==> config.mk <==
export PLATFORM = sky130hd
export DESIGN_NAME = pld_macrocell
export DESIGN_NICKNAME = d
export VERILOG_FILES = /design/src/rtl/pld_macrocell.sv
export SDC_FILE = /design/constraint.sdc
export NUM_CORES = 1
export LEC_CHECK = 0
export ABC_CLOCK_PERIOD_IN_PS = 1100
export BUFFER_PORTS_ARGS = -buffer_cell sky130_fd_sc_hd__buf_2
export CELL_PAD_IN_SITES_DETAIL_PLACEMENT = 2
export CELL_PAD_IN_SITES_GLOBAL_PLACEMENT = 2
export CORE_ASPECT_RATIO = 1.1
export CORE_MARGIN = 4
export CORE_UTILIZATION = 13
export CTS_BUF_LIST = sky130_fd_sc_hd__clkbuf_8
export DETAILED_ROUTE_END_ITERATION = 6
export HOLD_SLACK_MARGIN = 0.15
export PLACE_DENSITY = 0.76
export SLEW_MARGIN = 20
export SYNTH_ARGS = -nofsm -noshare
export SYNTH_HDL_FRONTEND = slang
export SYNTH_SLANG_ARGS = --single-unit
==> constraint.sdc <==
create_clock -name clk -period 1.1 [get_ports clk]
set_input_delay 0.22 -clock clk [delete_from_list [all_inputs] [get_ports clk]]
set_output_delay 0.22 -clock clk [all_outputs]
set_load 0.01 [all_outputs]
==> src/rtl/pld_macrocell.sv <==
module pld_macrocell #(
  parameter int TERMS_PER_SUM = 4,
  parameter int NUM_SUMS = 3,
  localparam int PT_W = TERMS_PER_SUM * NUM_SUMS,
  localparam int CFG_W = 7
) (
  input  logic             clk,
  input  logic             rst_n,
  input  logic             clk_pin,
  input  logic [PT_W-1:0]  pt_logic,
  input  logic             pt_rst1,
  input  logic             pt_clk1,
  input  logic             pt_rst2,
  input  logic             pt_clk2,
  input  logic             pt_oe,
  input  logic             sync_preset,
  input  logic             pin_in,
  input  logic             preload_en,
  input  logic [1:0]       preload_q,
  input  logic [CFG_W-1:0] cfg,
  output logic             pad_out,
  output logic             pad_oe,
  output logic [5:0]       bus_fb
);
  localparam int CFG_TMODE = 0;
  localparam int CFG_PINCLK = 2;
  localparam int CFG_MERGE = 4;
  localparam int CFG_F2IN = 5;
  localparam int CFG_COMB = 6;

  logic [NUM_SUMS-1:0] sums;
  logic                merged, comb_sum, f2;
  logic [1:0]          ff_in, arst, ptclk, q;

  for (genvar g = 0; g < NUM_SUMS; g++) begin : g_sum
    assign sums[g] = |pt_logic[g*TERMS_PER_SUM +: TERMS_PER_SUM];
  end

  assign merged   = |sums;
  assign ff_in[0] = cfg[CFG_MERGE] ? merged : sums[0];
  assign ff_in[1] = sums[1];
  assign comb_sum = cfg[CFG_MERGE] ? merged : sums[NUM_SUMS-1];
  assign arst     = {pt_rst2, pt_rst1};
  assign ptclk    = {pt_clk2, pt_clk1};

  for (genvar i = 0; i < 2; i++) begin : g_ff
    logic src, src_d, clr_n, qr;
    assign src   = cfg[CFG_PINCLK+i] ? clk_pin : ptclk[i];
    assign clr_n = rst_n & ~arst[i];

    always_ff @(posedge clk or negedge rst_n)
      if (!rst_n) src_d <= 1'b0;
      else        src_d <= src;

    always_ff @(posedge clk or negedge clr_n)
      if (!clr_n)                qr <= 1'b0;
      else if (preload_en)       qr <= preload_q[i];
      else if (src && !src_d) begin
        if (sync_preset)         qr <= 1'b1;
        else if (cfg[CFG_TMODE+i]) qr <= qr ^ ff_in[i];
        else                     qr <= ff_in[i];
      end

    assign q[i] = qr;
  end

  assign f2      = cfg[CFG_F2IN] ? ff_in[1] : q[1];
  assign pad_out = cfg[CFG_COMB] ? comb_sum : q[0];
  assign pad_oe  = pt_oe;
  assign bus_fb  = {f2, ~f2, q[0], ~q[0], pin_in, ~pin_in};
endmodule

==> results of run 1 <==
==> routing by layer <==
metal  wire [um]  global-route usage  share of wire
met1         501              0.0778           0.29
met2         988               0.201           0.58
met3         214              0.0372           0.13
met4           7              0.0348         0.0041
met5           0                   0              0
==> cell usage after synthesis, drive strengths merged <==
library cell / number
a21oi: 4
o21ai: 1
nand2b: 2
buf: 4
o41ai: 1
nor4: 2
a2111oi: 2
mux2i: 2
inv: 5
and4: 1
nand2: 3
or4: 2
nand3: 1
dfrtp: 4
o32ai: 1
nor2b: 2
nor2: 6
nor3: 2
==> repair_timing <==
action | 4_1_cts | 5_1_grt
resized for setup | 15 | 6
setup buffers | 3 | 1
hold endpoints to repair | 4 | 0
pin swaps | 9 | 7
gates cloned | 0 | 0
hold buffers | 3 | 0
endpoints found under the setup margin | 6 | 7
==> final cells by class <==
| cell class | count | area (um2) | share of cell area |
|---|---|---|---|
| Clock buffer | 3 | 41.3 | 0.0511 |
| Inverter | 5 | 18.8 | 0.0232 |
| Sequential cell | 4 | 100 | 0.124 |
| Tap cell | 31 | 38.8 | 0.0480 |
| Timing Repair Buffer | 48 | 320 | 0.396 |
| Multi-Input combinational cell | 32 | 289 | 0.358 |
==> flip-flops by register name, summed over array words and instances (netlist names) <==
signal      count
g_ff.qr         2
g_ff.src_d      2
==> through the flow <==
stage	TNS [ps]	setup WS, ps	total power [uW]	utilization	cell area, um2
floorplan	-530	-219	264	-	372
global placement	-1370	-364	356	0.234	596
detailed placement	-1510	-430	365	0.234	596
CTS	-788	-285	744	0.302	767
global route	-1270	-339	803	0.318	808
finish	-992	-291	760	0.318	808
==> worst paths after layout <==
check,slack (ps),endpoint,cells after the start
worst max register to register,-40,g_ff[0].qr$_DFFE_PN0P_,3
worst max-delay path,-290,pad_out,5
min in group asynchronous,330,g_ff[0].src_d$_DFF_PN0_,2
max in group asynchronous,470,g_ff[0].qr$_DFFE_PN0P_,3
worst min-delay path,220,g_ff[1].qr$_DFFE_PN0P_,3
worst min register to register,530,g_ff[0].qr$_DFFE_PN0P_,2
==> layout by cell type (no fill, tap or decap), drive strengths merged <==
cell type,instances
a2111oi,2
dlygate4sd3,3
nor3,2
o41ai,1
nor2b,2
buf,45
and4,1
nor4,2
a21oi,4
or4,2
nand3,1
nand2,3
nand2b,2
o21ai,1
nor2,6
inv,5
clkbuf,3
o32ai,1
dfrtp,4
mux2i,2
==> critical path: stages <==
cell                      delay (ps)
sky130_fd_sc_hd__buf_6            90
sky130_fd_sc_hd__or4_4           530
sky130_fd_sc_hd__a21oi_2         140
sky130_fd_sc_hd__a21oi_2          60
sky130_fd_sc_hd__buf_2           140
==> cell families after synthesis <==
logic type / Yosys count / synth area share
AOI/OAI and AO/OA: 9 / 0.199
buffers and inverters: 9 / 0.138
DFF: 4 / 0.284
muxes: 2 / 0.0567
and+or+nand+nor: 21 / 0.323
==> power groups by stage <==
stage / Sequential [uW] / Combinational, uW / Clock, uW
3_3_place_gp: 174 / 182 / 0
4_1_cts: 173 / 249 / 322
3_5_place_dp: 175 / 189 / 0
6_report: 173 / 273 / 313
2_1_floorplan: 175 / 88.4 / 0
5_1_grt: 176 / 299 / 329
==> metrics.log, run 1 <==
[metrics] status: finished with violations
[metrics] violated checks: setup timing
[metrics] routed len/inst: around 14 um
[metrics] Nets: ~130
[metrics] final WL: roughly 1700 um
[metrics] area growth from synthesis to layout: 129%
[metrics] crit path kind: primary input to output port
[metrics] global-route usage over all layers: 0.0975
[metrics] TritonCTS clock tree: yes
[metrics] post-route antenna net violation count: 0
[metrics] latest clock arrival within the worst-skew pair: 220 ps
[metrics] number of global-route vias before repair: approximately 630
[metrics] number of nets in the synthesized netlist: 77
[metrics] IO Count: 40
[metrics] VDD IR max: about 400 uV
[metrics] reported net switching power: 208 uW
[metrics] leak pwr: 0.000383 uW
[metrics] Detailed Routing Iterations Pass 1: 2
[metrics] standard cell core area: about 0.0025 mm2
[metrics] die footprint: between 0.003 and 0.004 mm2
[metrics] highest attainable clock frequency: a little over 700 MHz
[metrics] minimum setup slack in the final design: -291 ps
[metrics] worst min-delay path startpoint: preload_q[1]
[metrics] CTS clk-pin slew, worst paths: roughly 30 ps
[metrics] Area contributors post-synth: sky130_fd_sc_hd__dfrtp_1, sky130_fd_sc_hd__buf_4, sky130_fd_sc_hd__nor2_1, sky130_fd_sc_hd__a2111oi_1, sky130_fd_sc_hd__a21oi_1
[metrics] Setup crit start kind: primary input
[metrics] initial core utilization: 0.139
[metrics] Via-to-Cell Ratio: 4.38
[metrics] critical path peak fanout: 2
[metrics] post-route fraction of the period consumed by the critical path: 1.26
[metrics] slew of the pin with the lowest slew margin: about 410 ps
[metrics] Critical Path End Type: output port
[metrics] number of design-rule violations left by the first detailed-router iteration: 7
[metrics] start of the worst register-to-register path: g_ff[0].qr$_DFFE_PN0P_
[metrics] synthesized netlist cell count: 45
[metrics] clk buf depth: 2
[metrics] share of layout cells above drive strength 1: 0.663
[metrics] share of synthesized area occupied by flip-flops and latches: 0.284
[metrics] RD Place Congestion: 0.690
[metrics] power density over the cells: roughly 940 mW/mm2
[metrics] register share of total power: 0.228
[metrics] H-Tree Level Count: 1
[metrics] largest net degree at the start of global routing: 8
[metrics] library cell used as clock root buffer: sky130_fd_sc_hd__clkbuf_8
[metrics] Final Skew: between 0.15 and 0.2 ps
[metrics] die width: 57.7 um
[metrics] final number of setup-violating endpoints: 5
[metrics] post-synth cell types: 19
[metrics] area fraction of the dominant cell type after synthesis: 0.284
[metrics] Max Cap Viol: 0
[metrics] tightest slew margin relative to the limit: 0.718
[metrics] unrepaired setup endpoints after global routing: true
[metrics] DIE HEIGHT: 62.6 um
[metrics] antenna violations before repair: 0
[metrics] Post-Place Cells: around 110
[metrics] first-pass GRT wire length: between 2000 and 3000 um
[metrics] combinational cell fraction of total power: 0.360
[metrics] fraction of power consumed by the clock network: 0.412
[metrics] Yosys Warn Count: 0
[metrics] diodes inserted: 0
[metrics] grt ovf: 0
[metrics] path type of the worst min-delay path: primary input to register
[metrics] clock period minus final worst setup slack: about 1400 ps
[metrics] number of fillers in the final layout: about 300
[metrics] worst endpoint data arrival time: roughly 1200 ps
[metrics] switching share of total power: 0.274
[metrics] Critical Path Start: pt_logic[10]
[metrics] Final Hold Fails: 0
[metrics] DRC violation count after routing: 0
[metrics] vias after detailed routing: approximately 540
[metrics] Finished Layout Cells: 123
[metrics] average instance area after synthesis: 7.84 um2
[metrics] dominant cell type by area after synthesis: sky130_fd_sc_hd__dfrtp_1
[metrics] total number of placement rows: 19
[metrics] Worst Hold Margin: ~220 ps
[metrics] Port Buf Inserts: 37
[metrics] flop and latch count out of synthesis: 4
[metrics] Final HPWL DP: 1350 um
[metrics] required time at the endpoint of the critical path: a little under 900 ps
[metrics] synthesized area: about 350 um2
[metrics] # clock sinks: 4
[metrics] pins over their slew limit: 0
[metrics] Internal Dissipation: around 550 uW
[metrics] number of buffers created by CTS: 3
No activity file was read; power rests on OpenSTA's default activity.
==> inputs of run 2 (changes only) <==
==> constraint.sdc (replaced) <==
create_clock -name clk -period 1.1 [get_ports clk]
set_input_delay 0.055 -clock clk [delete_from_list [all_inputs] [get_ports clk]]
set_output_delay 0.055 -clock clk [all_outputs]
set_load 0.01 [all_outputs]
==> metrics.log, run 2 (same netlist as run 1, synthesis figures left out) <==
[metrics] status: finished with violations
[metrics] violated checks: setup timing
[metrics] Port Buf Inserts: 37
[metrics] required time at the endpoint of the critical path: 1190 ps
[metrics] Nets: 129
[metrics] Via-to-Cell Ratio: between 4 and 5
[metrics] largest net degree at the start of global routing: 8
[metrics] Sum Neg Setup Slack: -21.6 ps
[metrics] RD Place Congestion: a little over 0.7
[metrics] latest clock arrival within the worst-skew pair: 210 ps
[metrics] area used by multi-input combinational logic: approximately 280 um2
[metrics] clk buf depth: 2
[metrics] grt ovf: 0
[metrics] Setup crit start kind: primary input
[metrics] Worst Hold Margin: ~160 ps
[metrics] die width: between 50 and 60 um
[metrics] most used cells in the layout excluding fill and tap cells: sky130_fd_sc_hd__buf_2, sky130_fd_sc_hd__buf_4, sky130_fd_sc_hd__dlygate4sd3_1
[metrics] Final HPWL DP: approximately 1300 um
[metrics] Critical Path End Type: register
[metrics] leak pwr: 0.000387 uW
[metrics] critical path peak fanout: 2
[metrics] antenna violations before repair: 0
[metrics] met3 layer usage reported by global route: 0.0393
[metrics] number of global-route vias before repair: 633
[metrics] Reg area: between 100 and 150 um2
[metrics] diodes inserted: 0
[metrics] Post-Place Cells: roughly 110
[metrics] final WL: between 1500 and 2000 um
[metrics] Max Cap Viol: 0
[metrics] tightest slew margin relative to the limit: 0.784
[metrics] number of buffers created by CTS: 3
[metrics] path type of the worst min-delay path: primary input to asynchronous set/reset pin
[metrics] IO Count: 40
[metrics] Final Skew: between 0.03 and 0.04 ps
[metrics] met1 layer usage reported by global route: 0.0729
[metrics] Final Hold Fails: 0
[metrics] pins over their slew limit: 0
[metrics] highest attainable clock frequency: approximately 890 MHz
[metrics] registers with the most flip-flops: g_ff.qr (2), g_ff.src_d (2)
[metrics] crit path kind: primary input to register
[metrics] DIE HEIGHT: 62.6 um
[metrics] H-Tree Level Count: 1
[metrics] minimum setup slack in the final design: -21.6 ps
[metrics] clock period minus final worst setup slack: between 1000 and 1500 ps
[metrics] vias after detailed routing: about 540
[metrics] busiest grt layer: met2
[metrics] share of layout cells above drive strength 1: 0.632
[metrics] die footprint: approximately 0.0036 mm2
[metrics] most frequent standard cell in the layout excluding fill and tap cells: sky130_fd_sc_hd__buf_2
[metrics] routed len/inst: approximately 13 um
[metrics] Final Core Density: 0.319
[metrics] Finished Layout Cells: about 130
[metrics] area growth from synthesis to layout: 130%
[metrics] VDD IR max: about 670 uV
[metrics] unrepaired setup endpoints after global routing: true
[metrics] post-route antenna net violation count: 0
[metrics] global routing usage on met2: 0.171
[metrics] worst endpoint data arrival time: 1210 ps
[metrics] standard cell core area: approximately 0.0025 mm2
[metrics] first-pass GRT wire length: 2500 um
[metrics] final number of setup-violating endpoints: 1
[metrics] Placement Setup Slack: -264 ps
[metrics] slew of the pin with the lowest slew margin: 315 ps
[metrics] power density over the cells: 907 mW/mm2
[metrics] TritonCTS clock tree: yes
[metrics] number of design-rule violations left by the first detailed-router iteration: 0
[metrics] number of fillers in the final layout: between 300 and 400
[metrics] # clock sinks: 4
[metrics] Detailed Routing Iterations Pass 1: 1
[metrics] global-route usage over all layers: 0.0876
[metrics] post-route fraction of the period consumed by the critical path: 1.02
[metrics] library cell used as clock root buffer: sky130_fd_sc_hd__clkbuf_8
[metrics] DRC violation count after routing: 0
[metrics] initial core utilization: 0.139
[metrics] CTS clk-pin slew, worst paths: about 30 ps
[metrics] total number of placement rows: 19
[run 2: final timing paths]
path	start	end	slack, ps	cells past startpoint
worst max-delay path	pt_logic[9]	g_ff[0].qr$_DFFE_PN0P_	-20	5
worst min-delay path	rst_n	g_ff[0].src_d$_DFF_PN0_	160	2
worst max register to register	g_ff[0].qr$_DFFE_PN0P_	g_ff[0].qr$_DFFE_PN0P_	60	3
worst min register to register	g_ff[0].src_d$_DFF_PN0_	g_ff[0].qr$_DFFE_PN0P_	530	2
max in group asynchronous	rst_n	g_ff[1].qr$_DFFE_PN0P_	660	3
min in group clk	preload_en	g_ff[1].qr$_DFFE_PN0P_	160	2
[run 2: critical path: stages]
cell                      delay (ps)
sky130_fd_sc_hd__buf_6            90
sky130_fd_sc_hd__or4_4           560
sky130_fd_sc_hd__o21ai_4         190
sky130_fd_sc_hd__and4_1          220
sky130_fd_sc_hd__o32ai_2          90
[run 2: timing repair]
action                                  in CTS  in global routing
gates resized for setup                     14                  3
hold buffers                                 6                  0
endpoints found under the setup margin       5                  5
pin swaps                                    3                  3
endpoints found under the hold margin        7                  0
buffers inserted                             1                  2
[run 2: where the power goes]
group,total (uW),internal [uW],switching [uW]
registers,172,163,9.65
clock network,308,233,74.9
logic,255,142,113
total,736,538,197
[run 2: layout make-up]
cell class	instances	area share
clock buffers	3	0.0509
inverters	5	0.0231
multi-input cells	32	0.343
flip-flops and latches	4	0.123
well taps	31	0.0478
repair buffers	51	0.412
[run 2: metrics by stage]
step                cell area (um2)  total power, uW
finish                          811              736
global route                    811              790
CTS                             779              743
detailed placement              597              369
global placement                597              359
floorplan                       365              263
[run 2: layer usage]
| metal | vias up | wire length [um] |
|---|---|---|
| met5 | - | 0 |
| met4 | 0 | 0 |
| met3 | 0 | 185 |
| met2 | 29 | 887 |
| met1 | 250 | 554 |
| li1 | 258 | - |
==> inputs of run 3 (changes only) <==
Settings changed: MAX_ROUTING_LAYER from default to met4.
==> metrics.log, run 3 (same netlist as run 1, synthesis figures left out) <==
[metrics] status: finished with violations
[metrics] violated checks: setup timing
[metrics] final number of setup-violating endpoints: 1
[metrics] most frequent standard cell in the layout excluding fill and tap cells: sky130_fd_sc_hd__buf_2
[metrics] Critical Path End Type: register
[metrics] Final HPWL DP: between 1000 and 1500 um
[metrics] worst endpoint data arrival time: about 1200 ps
[metrics] total number of placement rows: 19
[metrics] latest clock arrival within the worst-skew pair: 210 ps
[metrics] clk buf depth: 2
[metrics] tightest slew margin relative to the limit: 0.784
[metrics] diodes inserted: 0
[metrics] critical path peak fanout: 2
[metrics] reg-to-reg setup timing slack: 60 ps
[metrics] RD Place Congestion: just over 0.7
[metrics] Nets: 129
[metrics] # clock sinks: 4
[metrics] number of fillers in the final layout: 313
[metrics] number of buffers created by CTS: 3
[metrics] CTS clk-pin slew, worst paths: 30 ps
[metrics] first-pass GRT wire length: between 2000 and 2500 um
[metrics] r2r endpoint: g_ff[0].qr$_DFFE_PN0P_
[metrics] Via-to-Cell Ratio: between 4 and 5
[metrics] largest net degree at the start of global routing: 8
[metrics] unrepaired setup endpoints after global routing: true
[metrics] DRC violation count after routing: 0
[metrics] path type of the worst min-delay path: primary input to asynchronous set/reset pin
[metrics] start of the worst register-to-register path: g_ff[0].qr$_DFFE_PN0P_
[metrics] minimum setup slack in the final design: -21.6 ps
[metrics] share of layout cells above drive strength 1: 0.632
[metrics] library cell used as clock root buffer: sky130_fd_sc_hd__clkbuf_8
[metrics] grt ovf: 0
[metrics] global-route usage over all layers: 0.0899
[metrics] most used cells in the layout excluding fill and tap cells: sky130_fd_sc_hd__buf_2, sky130_fd_sc_hd__buf_4, sky130_fd_sc_hd__dlygate4sd3_1
[metrics] Max Cap Viol: 0
[metrics] leak pwr: between 0.0003 and 0.0004 uW
[metrics] Port Buf Inserts: 37
[metrics] standard cell core area: 0.00254 mm2
[metrics] TritonCTS clock tree: yes
[metrics] Detailed Routing Iterations Pass 1: 1
[metrics] slew of the pin with the lowest slew margin: between 300 and 400 ps
[metrics] number of global-route vias before repair: 633
[metrics] die footprint: 0.00361 mm2
[metrics] Setup crit start kind: primary input
[metrics] registers with the most flip-flops: g_ff.qr (2), g_ff.src_d (2)
[metrics] crit path kind: primary input to register
[metrics] Final Skew: 0.0342 ps
[metrics] r2r worst-path depth: 3
[metrics] vias after detailed routing: approximately 540
[metrics] initial core utilization: 0.139
[metrics] Final Hold Fails: 0
[metrics] Reg area: ~100 um2
[metrics] Post-Place Cells: around 110
[metrics] VDD IR max: about 670 uV
[metrics] antenna violations before repair: 0
[metrics] pins over their slew limit: 0
[metrics] area used by multi-input combinational logic: between 200 and 300 um2
[metrics] post-route fraction of the period consumed by the critical path: 1.02
[metrics] Critical Path Start: pt_logic[9]
[metrics] die width: between 50 and 60 um
[metrics] required time at the endpoint of the critical path: about 1200 ps
[metrics] area growth from synthesis to layout: 130%
[metrics] number of design-rule violations left by the first detailed-router iteration: 0
[metrics] highest attainable clock frequency: just under 900 MHz
[metrics] power density over the cells: between 900 and 1000 mW/mm2
[metrics] H-Tree Level Count: 1
[metrics] DIE HEIGHT: around 63 um
[metrics] clock period minus final worst setup slack: 1120 ps
[metrics] Pwr Total: ~740 uW
[metrics] final WL: roughly 1600 um
[metrics] Finished Layout Cells: about 130
[metrics] IO Count: 40
[metrics] routed len/inst: around 13 um
[metrics] post-route antenna net violation count: 0
[metrics] capture point of the worst path: g_ff[0].qr$_DFFE_PN0P_
-- run 3: power breakdown --
group	leakage [uW]	switching (uW)	internal [uW]	total [uW]
Combinational	0.000317	113	142	255
Sequential	0.0000482	9.65	163	172
Clock	0.0000216	74.9	233	308
-- run 3: timing repair --
action / CTS / global route
pin swaps: 3 / 3
setup buffers: 1 / 2
hold buffers: 6 / 0
hold endpoints to repair: 7 / 0
gates resized for setup: 14 / 3
endpoints found under the setup margin: 5 / 5
-- run 3: cell type report --
cell class                      count  share of cell area
Timing Repair Buffer               51               0.412
Multi-Input combinational cell     32               0.343
Sequential cell                     4               0.123
Clock buffer                        3              0.0509
Tap cell                           31              0.0478
Inverter                            5              0.0231
-- run 3: how the worst min path moves through the flow --
| stage | start | end | slack [ps] |
|---|---|---|---|
| 2_1_floorplan | rst_n | g_ff[0].src_d$_DFF_PN0_ | -240 |
| 3_3_place_gp | rst_n | g_ff[0].src_d$_DFF_PN0_ | -140 |
| 3_5_place_dp | rst_n | g_ff[1].src_d$_DFF_PN0_ | -140 |
| 4_1_cts | rst_n | g_ff[0].src_d$_DFF_PN0_ | 160 |
| 5_1_grt | rst_n | g_ff[0].src_d$_DFF_PN0_ | 160 |
| 6_report | rst_n | g_ff[0].src_d$_DFF_PN0_ | 160 |
-- run 3: stage by stage --
step | hold slack [ps] | TNS, ps | setup slack, ps | area (um2) | utilization
CTS | 157 | -46.9 | -24.8 | 779 | 0.306
detailed placement | -144 | -577 | -264 | 597 | 0.235
global placement | -143 | -466 | -197 | 597 | 0.235
finish | 158 | -21.6 | -21.6 | 811 | 0.319
global route | 161 | -208 | -55.2 | 811 | 0.319
floorplan | -241 | -107 | -54.3 | 365 | -
-- run 3: worst max-delay path, stage by stage --
cell                      delay, ps
sky130_fd_sc_hd__buf_6           90
sky130_fd_sc_hd__or4_4          560
sky130_fd_sc_hd__o21ai_4        190
sky130_fd_sc_hd__and4_1         220
sky130_fd_sc_hd__o32ai_2         90
-- run 3: metal layers --
| layer | GRT usage | share of wire | vias up |
|---|---|---|---|
| li1 | - | - | 258 |
| met1 | 0.0742 | 0.35 | 250 |
| met2 | 0.171 | 0.55 | 29 |
| met3 | 0.0372 | 0.11 | 0 |
| met4 | 0.0348 | 0 | 0 |
| met5 | - | 0 | - |
